**config.mk**
```make
export PLATFORM = sky130hd
export DESIGN_NAME = adc_out_demux
export DESIGN_NICKNAME = d
export VERILOG_FILES = /design/src/rtl/adc_demux_pkg.sv /design/src/rtl/demux_phase_ctl.sv /design/src/rtl/demux_steer.sv /design/src/rtl/adc_out_demux.sv
export SDC_FILE = /design/constraint.sdc
export NUM_CORES = 1
export LEC_CHECK = 0
export ABC_AREA = 1
export BUFFER_PORTS_ARGS = -buffer_cell sky130_fd_sc_hd__buf_2
export CAP_MARGIN = 30
export CORE_ASPECT_RATIO = 0.9
export CORE_MARGIN = 2
export CORE_UTILIZATION = 40
export CTS_CLUSTER_DIAMETER = 100
export DETAILED_ROUTE_END_ITERATION = 6
export PLACE_DENSITY = 0.76
export RECOVER_POWER = 50
export SYNTH_ARGS = -nofsm -noshare
export SYNTH_HDL_FRONTEND = slang
export SYNTH_SLANG_ARGS = --single-unit
```
**constraint.sdc**
```tcl
create_clock -name clk -period 1.7 [get_ports clk]
set_input_delay 0.17 -clock clk [delete_from_list [all_inputs] [get_ports clk]]
set_output_delay 0.17 -clock clk [all_outputs]
set_load 0.1 [all_outputs]
```
**src/rtl/adc_demux_pkg.sv**
```systemverilog
package adc_demux_pkg;
  typedef enum logic {
    FMT_STRAIGHT = 1'b0,
    FMT_SPLIT    = 1'b1
  } fmt_e;

  localparam int unsigned SAMPLE_W_DEF = 6;
endpackage

```
**src/rtl/demux_phase_ctl.sv**
```systemverilog
module demux_phase_ctl
  import adc_demux_pkg::*;
(
  input  logic clk,
  input  logic realign,
  input  logic mode_sel,
  output fmt_e fmt_q,
  output logic phase_q,
  output logic armed_q
);
  // phase_q = 0: next accepted sample is the even one (goes to port A)
  always_ff @(posedge clk) begin
    if (realign) begin
      fmt_q   <= fmt_e'(mode_sel);
      phase_q <= 1'b0;
      armed_q <= 1'b1;
    end else if (fmt_q == FMT_SPLIT) begin
      phase_q <= ~phase_q;
    end else begin
      phase_q <= 1'b0;
    end
  end

  AST_ALIGN_PHASE: assert property (@(posedge clk) disable iff (!armed_q)
    realign |=> !phase_q);
  AST_SPLIT_TOGGLE: assert property (@(posedge clk) disable iff (!armed_q)
    (!realign && fmt_q == FMT_SPLIT) |=> (phase_q != $past(phase_q)));
  AST_MODE_LATCH: assert property (@(posedge clk) disable iff (!armed_q)
    !realign |=> $stable(fmt_q));
endmodule

```
**src/rtl/demux_steer.sv**
```systemverilog
module demux_steer
  import adc_demux_pkg::*;
#(
  parameter int unsigned SAMPLE_W = SAMPLE_W_DEF
) (
  input  logic                clk,
  input  logic                realign,
  input  logic                armed,
  input  fmt_e                fmt,
  input  logic                phase,
  input  logic [SAMPLE_W-1:0] sample,
  output logic [SAMPLE_W-1:0] port_a,
  output logic [SAMPLE_W-1:0] port_b
);
  logic [SAMPLE_W-1:0] even_hold;

  always_ff @(posedge clk) begin
    if (fmt == FMT_STRAIGHT) begin
      port_a <= sample;
      port_b <= '0;
    end else if (!realign) begin
      if (!phase) begin
        even_hold <= sample;
      end else begin
        port_a <= even_hold;
        port_b <= sample;
      end
    end
  end

  AST_STRAIGHT_COPY: assert property (@(posedge clk) disable iff (!armed)
    (fmt == FMT_STRAIGHT) |=> (port_a == $past(sample)));
  AST_STRAIGHT_B_ZERO: assert property (@(posedge clk) disable iff (!armed)
    (fmt == FMT_STRAIGHT) |=> (port_b == '0));
  AST_SPLIT_PAIR: assert property (@(posedge clk) disable iff (!armed)
    (fmt == FMT_SPLIT && phase && !realign) |=> (port_b == $past(sample)));
  AST_SPLIT_HOLD: assert property (@(posedge clk) disable iff (!armed)
    (fmt == FMT_SPLIT && (!phase || realign)) |=> ($stable(port_a) && $stable(port_b)));
endmodule

```
**src/rtl/adc_out_demux.sv**
```systemverilog
module adc_out_demux
  import adc_demux_pkg::*;
#(
  parameter int unsigned SAMPLE_W = SAMPLE_W_DEF
) (
  input  logic                clk,
  input  logic                realign,
  input  logic                mode_sel,
  input  logic [SAMPLE_W-1:0] sample,
  output logic [SAMPLE_W-1:0] port_a,
  output logic [SAMPLE_W-1:0] port_b,
  output logic                clk_out
);
  fmt_e fmt_q;
  logic phase_q;
  logic armed_q;

  demux_phase_ctl u_phase (
    .clk      (clk),
    .realign  (realign),
    .mode_sel (mode_sel),
    .fmt_q    (fmt_q),
    .phase_q  (phase_q),
    .armed_q  (armed_q)
  );

  demux_steer #(.SAMPLE_W(SAMPLE_W)) u_steer (
    .clk     (clk),
    .realign (realign),
    .armed   (armed_q),
    .fmt     (fmt_q),
    .phase   (phase_q),
    .sample  (sample),
    .port_a  (port_a),
    .port_b  (port_b)
  );

  // divided phase in split mode, inverted sample clock in straight mode
  assign clk_out = (fmt_q == FMT_SPLIT) ? phase_q : ~clk;

  AST_CLKOUT_LOW_AFTER_ALIGN: assert property (@(posedge clk) disable iff (!armed_q)
    (realign && mode_sel) |=> !clk_out);
endmodule

```
# Yosys cells after proc, flatten, opt, wreduce, memory -nomap -nowiden
# Cells that the tools add are included.
# W data, S select, Z words.
# totals
wordCells	19
register_bits	20
# classes
bitwise	4
n_eq_ne	2
n_reduce_logical	4
muxes	4
# ops
cell	n
$mux W6	3
$ne A2 B2 Y1 const B	2
$not A1 Y1	4
$reduce_and A2 Y1	2
$reduce_and A3 Y1	1
$reduce_or A2 Y1	1
$mux W1	1

# Depth between registers and ports, before layout
# Gate-level depths: netlist of run 1.
# depth
ltp_word	3
ltp_mapped	5
depth_no_buf	4

# Modules after synthesis
# Synthesis of run 1 repeated with hierarchy kept, for this count alone.
# hier_totals
cells_unflattened	77
hier_area_um2	777.0
# modules_own_cells
mod	instances	cells_each	seq_area_each_um2	area_each_um2
demux_steer	1	68	480.5	693.2
demux_phase_ctl	1	7	50.0	75.1
adc_out_demux	1	2	0.0	8.8

==> flow_summary.json, run 1 <==
{
  "fin_area_um2": 1040,
  "hpwl_um": 1010,
  "clock_latency_ns": 0.41,
  "place_ws_ns": 0.165,
  "synth_seq_cells": 20,
  "gp_congestion": 0.831,
  "slew_headroom": 0.644,
  "ant_nets": 0,
  "coreArea_um2": 1860,
  "fillCellCount": 164,
  "ys_seq_area_frac": 0.688,
  "syn2layout_area_growth_pct": 35.6,
  "rsz0062_at_grt": "false",
  "clk_pin_slew_ns": 0.11,
  "critPathKind": "clk2out",
  "ys_top_cells_by_area": "edfxtp_1 51%, dfxtp_1 18%, nand2_1 6.8%",
  "crit_path_frequent_cell": "clkbuf_4",
  "cap_violations": 0,
  "synth_cell_types": 12,
  "die_x_um": 50.3,
  "finClkSkew_ns": 0.00757,
  "rows": 15,
  "synth_edf_count": 13,
  "syn_area_um2": 771,
  "hold_violations": 0,
  "critPathMaxStageDelay_ns": 0.23,
  "antenna_found_initial": 0,
  "yosysWarnings": 0,
  "drc": 0,
  "dieArea_um2": 2290,
  "grt_pass1_vias": 536,
  "dr_wl_met3_um": 77,
  "grt_start_max_net_pins": 14,
  "cp_cell_sequence": "clkbuf_4 > clkbuf_4 > o21ai_4 > buf_6",
  "start_util": 0.415,
  "drv_slew": 0,
  "vias": 621,
  "cp_max_fo": 2,
  "portBuffers": 21,
  "min_path_type": "in2reg",
  "syn_avg_cell_area_um2": 10.4,
  "p_per_area_nw_per_um2": 1330,
  "grt_pass1_wl_um": 2240,
  "dr.pass1.iters": 6,
  "setup_ws_ns": 0.0854,
  "num-nets-final": 120,
  "tritoncts": "yes",
  "yosys-top-cells-count": "14 x nand2_1, 14 x nor2_1, 13 x edfxtp_1",
  "drt_iter0_drc": 13,
  "antennaDiodeCount": 0,
  "grt.total_usage": 0.147,
  "ir_worst_vdd_mv": 0.823,
  "crit_path_start_kind": "clock port",
  "p_leak_nw": 0.466,
  "met2_length_um": 791,
  "io_pins": 22,
  "dr.max_layer_used": "met4",
  "required_ns": 1.53,
  "drt-met1-wl_um": 660,
  "drt-wirelength-per-cell_um": 11.4,
  "async_reset_ff_frac": 0,
  "synth_flop_cell": "edfxtp_1",
  "outcome": "finished clean",
  "overflow": 0,
  "cpMaxStageDelayCell": "buf_6",
  "via_per_inst": 4.60,
  "totalWireLength_um": 1540,
  "end_kind": "output pin",
  "setup_viol": 0,
  "critPathArrivalTime_ns": 1.44,
  "synth_top_area_cell": "edfxtp_1",
  "setup_tns_ns": 0,
  "synth_top_area_frac": 0.506,
  "synth_nets": 83,
  "worst_pin_slew_ns": 0.537,
  "drive_above_1_share": 0.273,
  "synth_cells": 74,
  "die_h_um": 45.6,
  "placed_cell_area_um2": 910
}
## where the power goes
| part | total [mW] | internal [mW] | switching [mW] |
|---|---|---|---|
| clock | 0.531 | 0.246 | 0.284 |
| combinational | 0.286 | 0.0554 | 0.230 |
| sequential | 0.574 | 0.558 | 0.0166 |
## cell families (layout without fill, tap and decap cells)
group                  after synthesis  in the layout  share of synthesized area
AO/OA/AOI/OAI                        8              8                     0.0520
buffers and inverters               11             47                     0.0698
flip-flops                          20             20                      0.688
AND/OR/NAND/NOR                     35             35                      0.190
## worst max-delay path: cells and delay by family
kind / cells / cell delay [ns]
compound gates: 1 / 0.11
buf+inv: 3 / 0.47
## state kept, by name, summed over array words and instances, names as in the netlist
signal and flops:
u_phase.fmt_q 1, u_phase.phase_q 1, u_steer.even_hold 6, u_steer.port_a 6, u_steer.port_b 6
## layout by cell type (no fill, tap or decap), drive strengths merged
cell,n
dfxtp,7
inv,8
nand2,14
nor2,15
edfxtp,13
o21ai,8
nand3,6
buf,17
dlygate4sd3,7
clkbuf,15
## what timing repair did
item | CTS | global route
hold buffers | 7 | 0
buffers inserted | 0 | 2
setup endpoints to repair | 1 | 1
gates resized for setup | 1 | 1
endpoints found under the hold margin | 7 | 0
## worst paths after layout
check,end,slack (ns),start,depth (start not counted)
worst min register to register,u_steer.port_b[2]$_SDFFE_PN0P_,0.49,u_steer.port_b[2]$_SDFFE_PN0P_,2
worst max-delay path,clk_out,0.09,clk,4
worst max register to register,u_steer.even_hold[5]$_DFFE_PP_,0.17,u_phase.fmt_q$_DFFE_PP_,3
worst min-delay path,u_phase.phase_q$_SDFF_PP0_,0.08,realign,2
## layer usage
layer / up-vias / global-route usage
li1: 310 / -
met1: 282 / 0.166
met2: 27 / 0.200
met3: 2 / 0.0559
met4: 0 / 0.178
met5: - / 0
## area by class of cell
| cell class | instances | area (um2) | share of cell area |
|---|---|---|---|
| Timing Repair Buffer | 31 | 193 | 0.184 |
| Sequential cell | 20 | 531 | 0.508 |
| Inverter | 8 | 30.0 | 0.0287 |
| Tap cell | 25 | 31.3 | 0.0299 |
| Clock buffer | 8 | 70.1 | 0.0671 |
| Multi-Input combinational cell | 43 | 190 | 0.182 |
## through the flow
stage | total power [mW] | hold slack, ns | instances | util
floorplan | 0.924 | 0.242 | 74 | -
global placement | 0.976 | 0.354 | 119 | 0.490
detailed placement | 0.980 | 0.358 | 119 | 0.490
CTS | 1.39 | 0.0158 | 133 | 0.560
global route | 1.44 | 0.0929 | 135 | 0.562
finish | 1.39 | 0.0849 | 135 | 0.562
(Power assumes the default switching activity.)
==> run 2, diff against run 1 <==
==> constraint.sdc (replaced) <==
create_clock -name clk -period 2 [get_ports clk]
set_input_delay 0.3 -clock clk [delete_from_list [all_inputs] [get_ports clk]]
set_output_delay 0.3 -clock clk [all_outputs]
set_load 0.1 [all_outputs]
==> flow_summary.json, run 2 (synthesized netlist as in run 1, its figures left out) <==
{
  "layoutNonFillerInstCount": 130,
  "fin_util": 0.536,
  "clock_latency_ns": 0.42,
  "totalWireLength_um": 1580,
  "critPathKind": "clk2out",
  "met1_usage": 0.148,
  "ir_worst_vdd_mv": 0.844,
  "multiInputGateArea_um2": 190,
  "end_kind": "output pin",
  "ant_nets": 0,
  "worstReg2RegEnd": "u_steer.even_hold[3]$_DFFE_PP_",
  "portBuffers": 21,
  "via_per_inst": 4.74,
  "worstHoldPathCells": 1,
  "num-nets-final": 115,
  "drt-wirelength-per-cell_um": 12.1,
  "vias": 616,
  "tritoncts": "yes",
  "fin_area_um2": 996,
  "grt_pass1_wl_um": 2470,
  "coreArea_um2": 1860,
  "setup_ws_ns": 0.0533,
  "rows": 15,
  "gr-max-usage-layer": "met2",
  "holdCritStartpoint": "mode_sel",
  "place_ws_ns": 0.184,
  "grt.total_usage": 0.161,
  "grt_pass1_vias": 613,
  "drc": 0,
  "outcome": "finished clean",
  "hpwl_um": 1120,
  "clk_pin_slew_ns": 0.11,
  "die_x_um": 50.3,
  "cap_violations": 0,
  "gp_congestion": 0.679,
  "hold_slack_ns": 0.0481,
  "drv_slew": 0,
  "placed_cell_area_um2": 910,
  "crit_path_start_kind": "clock port",
  "p_total_mw": 1.27,
  "p_leak_nw": 0.442,
  "grt_start_max_net_pins": 15,
  "grt.met3_usage": 0.0855,
  "die_h_um": 45.6,
  "setup_tns_ns": 0,
  "mostFrequentLayoutCells": "15 x nor2_1, 15 x buf_2, 14 x nand2_1",
  "required_ns": 1.70,
  "drive_above_1_share": 0.276,
  "finClkSkew_ns": 0.00143,
  "dr.pass1.iters": 4,
  "reg_top3": "u_steer.even_hold: 6 flops, u_steer.port_a: 6 flops, u_steer.port_b: 6 flops",
  "overflow": 0,
  "fillCellCount": 178,
  "rrSetupSlack_ns": 0.42,
  "min_to": "u_phase.fmt_q$_DFFE_PP_",
  "syn2layout_area_growth_pct": 29.2,
  "rsz0062_at_grt": "false",
  "antennaDiodeCount": 0,
  "critPathArrivalTime_ns": 1.65,
  "start_util": 0.415,
  "drt_iter0_drc": 21,
  "p_per_area_nw_per_um2": 1270,
  "dieArea_um2": 2290,
  "antenna_found_initial": 0,
  "dp_cells": 119,
  "worst_pin_slew_ns": 0.476,
  "hold_violations": 0,
  "regArea_um2": 531,
  "slew_headroom": 0.681,
  "reg2reg_from": "u_phase.fmt_q$_DFFE_PP_",
  "io_pins": 22,
  "min_path_type": "in2reg",
  "cp_max_fo": 2,
  "met2_usage": 0.271,
  "r2r_cells": 3,
  "setup_viol": 0
}
==> run 2: worst max-delay path by stage <==
stage | start | to | cells past startpoint
2_1_floorplan | clk | clk_out | 1
3_3_place_gp | clk | clk_out | 2
3_5_place_dp | clk | clk_out | 2
4_1_cts | clk | clk_out | 4
5_1_grt | clk | clk_out | 4
6_report | clk | clk_out | 4
==> run 2: cell type report <==
cell class,instances,area share
flip-flops and latches,20,0.533
multi-input cells,43,0.191
repair buffers,26,0.132
clock buffers,7,0.0528
well taps,25,0.0314
clock inverters,1,0.0302
inverters,8,0.0302
==> run 2: what timing repair did <==
item	in CTS	in global routing
hold buffers	0	0
endpoints found under the hold margin	0	0
endpoints found under the setup margin	1	1
resized for setup	1	0
gates cloned	0	0
buffers inserted	0	4
==> run 2: power breakdown <==
part / leakage [nW] / switching (mW) / internal, mW
clock network: 0.0512 / 0.250 / 0.294
registers: 0.183 / 0.0155 / 0.474
logic: 0.208 / 0.196 / 0.0391
total: 0.442 / 0.462 / 0.807
==> run 2: metal layers <==
| layer | share of wire | up-vias |
|---|---|---|
| met2 | 0.52 | 22 |
| met5 | 0 | - |
| met1 | 0.40 | 288 |
| met4 | 0.025 | 0 |
| li1 | - | 301 |
| met3 | 0.056 | 5 |
==> run 2: critical path, stage by stage <==
cell      delay, ns
clkbuf_4       0.11
clkbuf_4       0.13
o21ai_4        0.10
buf_4          0.30
==> run 3, diff against run 2 <==
--- a/config.mk
+++ b/config.mk
@@ -14,7 +14,6 @@
 export CTS_CLUSTER_DIAMETER = 100
 export DETAILED_ROUTE_END_ITERATION = 6
 export PLACE_DENSITY = 0.76
-export RECOVER_POWER = 50
 export SYNTH_ARGS = -nofsm -noshare
 export SYNTH_HDL_FRONTEND = slang
 export SYNTH_SLANG_ARGS = --single-unit
==> constraint.sdc (replaced) <==
create_clock -name clk -period 2.11 [get_ports clk]
set_input_delay 0.3165 -clock clk [delete_from_list [all_inputs] [get_ports clk]]
set_output_delay 0.3165 -clock clk [all_outputs]
set_load 0.1 [all_outputs]
==> flow_summary.json, run 3 (synthesized netlist as in run 1, its figures left out) <==
{
  "antennaDiodeCount": 0,
  "mostFrequentLayoutCells": "20 x buf_2, 14 x nand2_1, 14 x nor2_1",
  "portBuffers": 21,
  "holdCritStartpoint": "mode_sel",
  "clock_latency_ns": 0.42,
  "grt_pass1_vias": 505,
  "critPathArrivalTime_ns": 1.71,
  "final_common_cell": "buf_2",
  "hold_violations": 0,
  "drt-wirelength-per-cell_um": 10.8,
  "reg_top3": "u_steer.even_hold: 6 flops, u_steer.port_a: 6 flops, u_steer.port_b: 6 flops",
  "p_per_area_nw_per_um2": 1210,
  "postCtsHoldBufs": 0,
  "drv_slew": 0,
  "worstReg2RegEnd": "u_steer.even_hold[0]$_DFFE_PP_",
  "setup_tns_ns": 0,
  "reg2reg_from": "u_phase.fmt_q$_DFFE_PP_",
  "p_sw_frac": 0.361,
  "drive_above_1_share": 0.337,
  "die_h_um": 45.6,
  "combPwrFrac": 0.181,
  "overflow": 0,
  "rrSetupSlack_ns": 0.60,
  "pwr-share-clk": 0.430,
  "clk_pin_slew_ns": 0.11,
  "dieArea_um2": 2290,
  "dr.pass1.iters": 4,
  "grt_pass1_wl_um": 2100,
  "grt.met3_usage": 0.0526,
  "crit_path_start_kind": "clock port",
  "tritoncts": "yes",
  "syn2layout_area_growth_pct": 28.1,
  "grt_start_max_net_pins": 15,
  "p_int_mw": 0.763,
  "worst_pin_slew_ns": 0.479,
  "met1_usage": 0.159,
  "finClkSkew_ns": 0.0107,
  "grt.total_usage": 0.134,
  "crit_path_end": "clk_out",
  "p_switching_mw": 0.431,
  "coreArea_um2": 1860,
  "drc": 0,
  "fillCellCount": 164,
  "rsz0062_at_grt": "false",
  "p_leak_nw": 0.445,
  "gp_congestion": 0.706,
  "critPathKind": "clk2out",
  "start_util": 0.415,
  "ant_nets": 0,
  "min_path_type": "in2reg",
  "die_x_um": 50.3,
  "rows": 15,
  "p_seq_frac": 0.389,
  "required_ns": 1.79,
  "end_kind": "output pin",
  "slew_headroom": 0.680,
  "drt_iter0_drc": 11,
  "cp_max_fo": 2,
  "antenna_found_initial": 0,
  "totalWireLength_um": 1360,
  "outcome": "finished clean",
  "hpwl_um": 999,
  "gr-max-usage-layer": "met2",
  "fin_util": 0.531,
  "via_per_inst": 4.61,
  "met2_usage": 0.195,
  "vias": 581,
  "ir_worst_vdd_mv": 0.623,
  "r2r_cells": 2,
  "startpoint": "clk",
  "cap_violations": 0,
  "setup_viol": 0,
  "num-nets-final": 111,
  "io_pins": 22
}
run 3: cell types whose count changed in the layout (fill, tap and decap cells not counted), sizes merged:
cell / change
clkbuf: -11
buf: +7
run 3: per-stage QoR:
| stage | setup slack [ns] | hold slack (ns) | instances | total power [mW] | area (um2) |
|---|---|---|---|---|---|
| 6_report | 0.0881 | 0.0780 | 126 | 1.19 | 987 |
| 3_5_place_dp | 0.223 | 0.473 | 119 | 0.790 | 910 |
| 5_1_grt | 0.0572 | 0.0643 | 126 | 1.24 | 987 |
| 3_3_place_gp | 0.223 | 0.464 | 119 | 0.786 | 910 |
| 4_1_cts | 0.0766 | 0.0727 | 126 | 1.21 | 987 |
| 2_1_floorplan | 0.208 | 0.389 | 74 | 0.745 | 782 |
run 3: final cells by class:
type / instances / area (um2) / area share
Clock inverter: 1 / 30.0 / 0.0304
Timing Repair Buffer: 22 / 115 / 0.117
Tap cell: 25 / 31.3 / 0.0317
Clock buffer: 7 / 52.6 / 0.0532
Multi-Input combinational cell: 43 / 198 / 0.200
Sequential cell: 20 / 531 / 0.537
Inverter: 8 / 30.0 / 0.0304
run 3: power groups by stage:
stage / clock [mW] / sequential [mW] / combinational, mW
2_1_floorplan: 0.0903 / 0.606 / 0.0480
3_3_place_gp: 0.0990 / 0.472 / 0.215
3_5_place_dp: 0.0990 / 0.474 / 0.217
4_1_cts: 0.523 / 0.465 / 0.217
5_1_grt: 0.541 / 0.468 / 0.228
6_report: 0.513 / 0.465 / 0.216
run 3: metal layers:
metal / share of wire / up-vias
met1: 0.44 / 263
met3: 0.043 / 5
met5: 0 / -
met2: 0.49 / 19
met4: 0.031 / 0
li1: - / 294
run 3: how the worst min path moves through the flow:
stage               slack, ns  depth (start not counted)                             end
floorplan                0.39                          1      u_phase.phase_q$_SDFF_PP0_
global placement         0.46                          2  u_steer.port_b[0]$_SDFFE_PN0P_
detailed placement       0.47                          2  u_steer.port_b[2]$_SDFFE_PN0P_
CTS                      0.07                          1  u_steer.even_hold[5]$_DFFE_PP_
global route             0.06                          1  u_steer.even_hold[1]$_DFFE_PP_
finish                   0.08                          1         u_phase.fmt_q$_DFFE_PP_
run 3: critical path: stages:
cell and delay, ns:
clkbuf_4 0.11, clkbuf_4 0.13, o21ai_4 0.11, buf_4 0.30
run 3: repair_timing:
action / in CTS / in global routing
endpoints found under the setup margin: 1 / 0
hold endpoints to repair: 0 / 0
buffers inserted: 0 / 0
resized for setup: 1 / 0
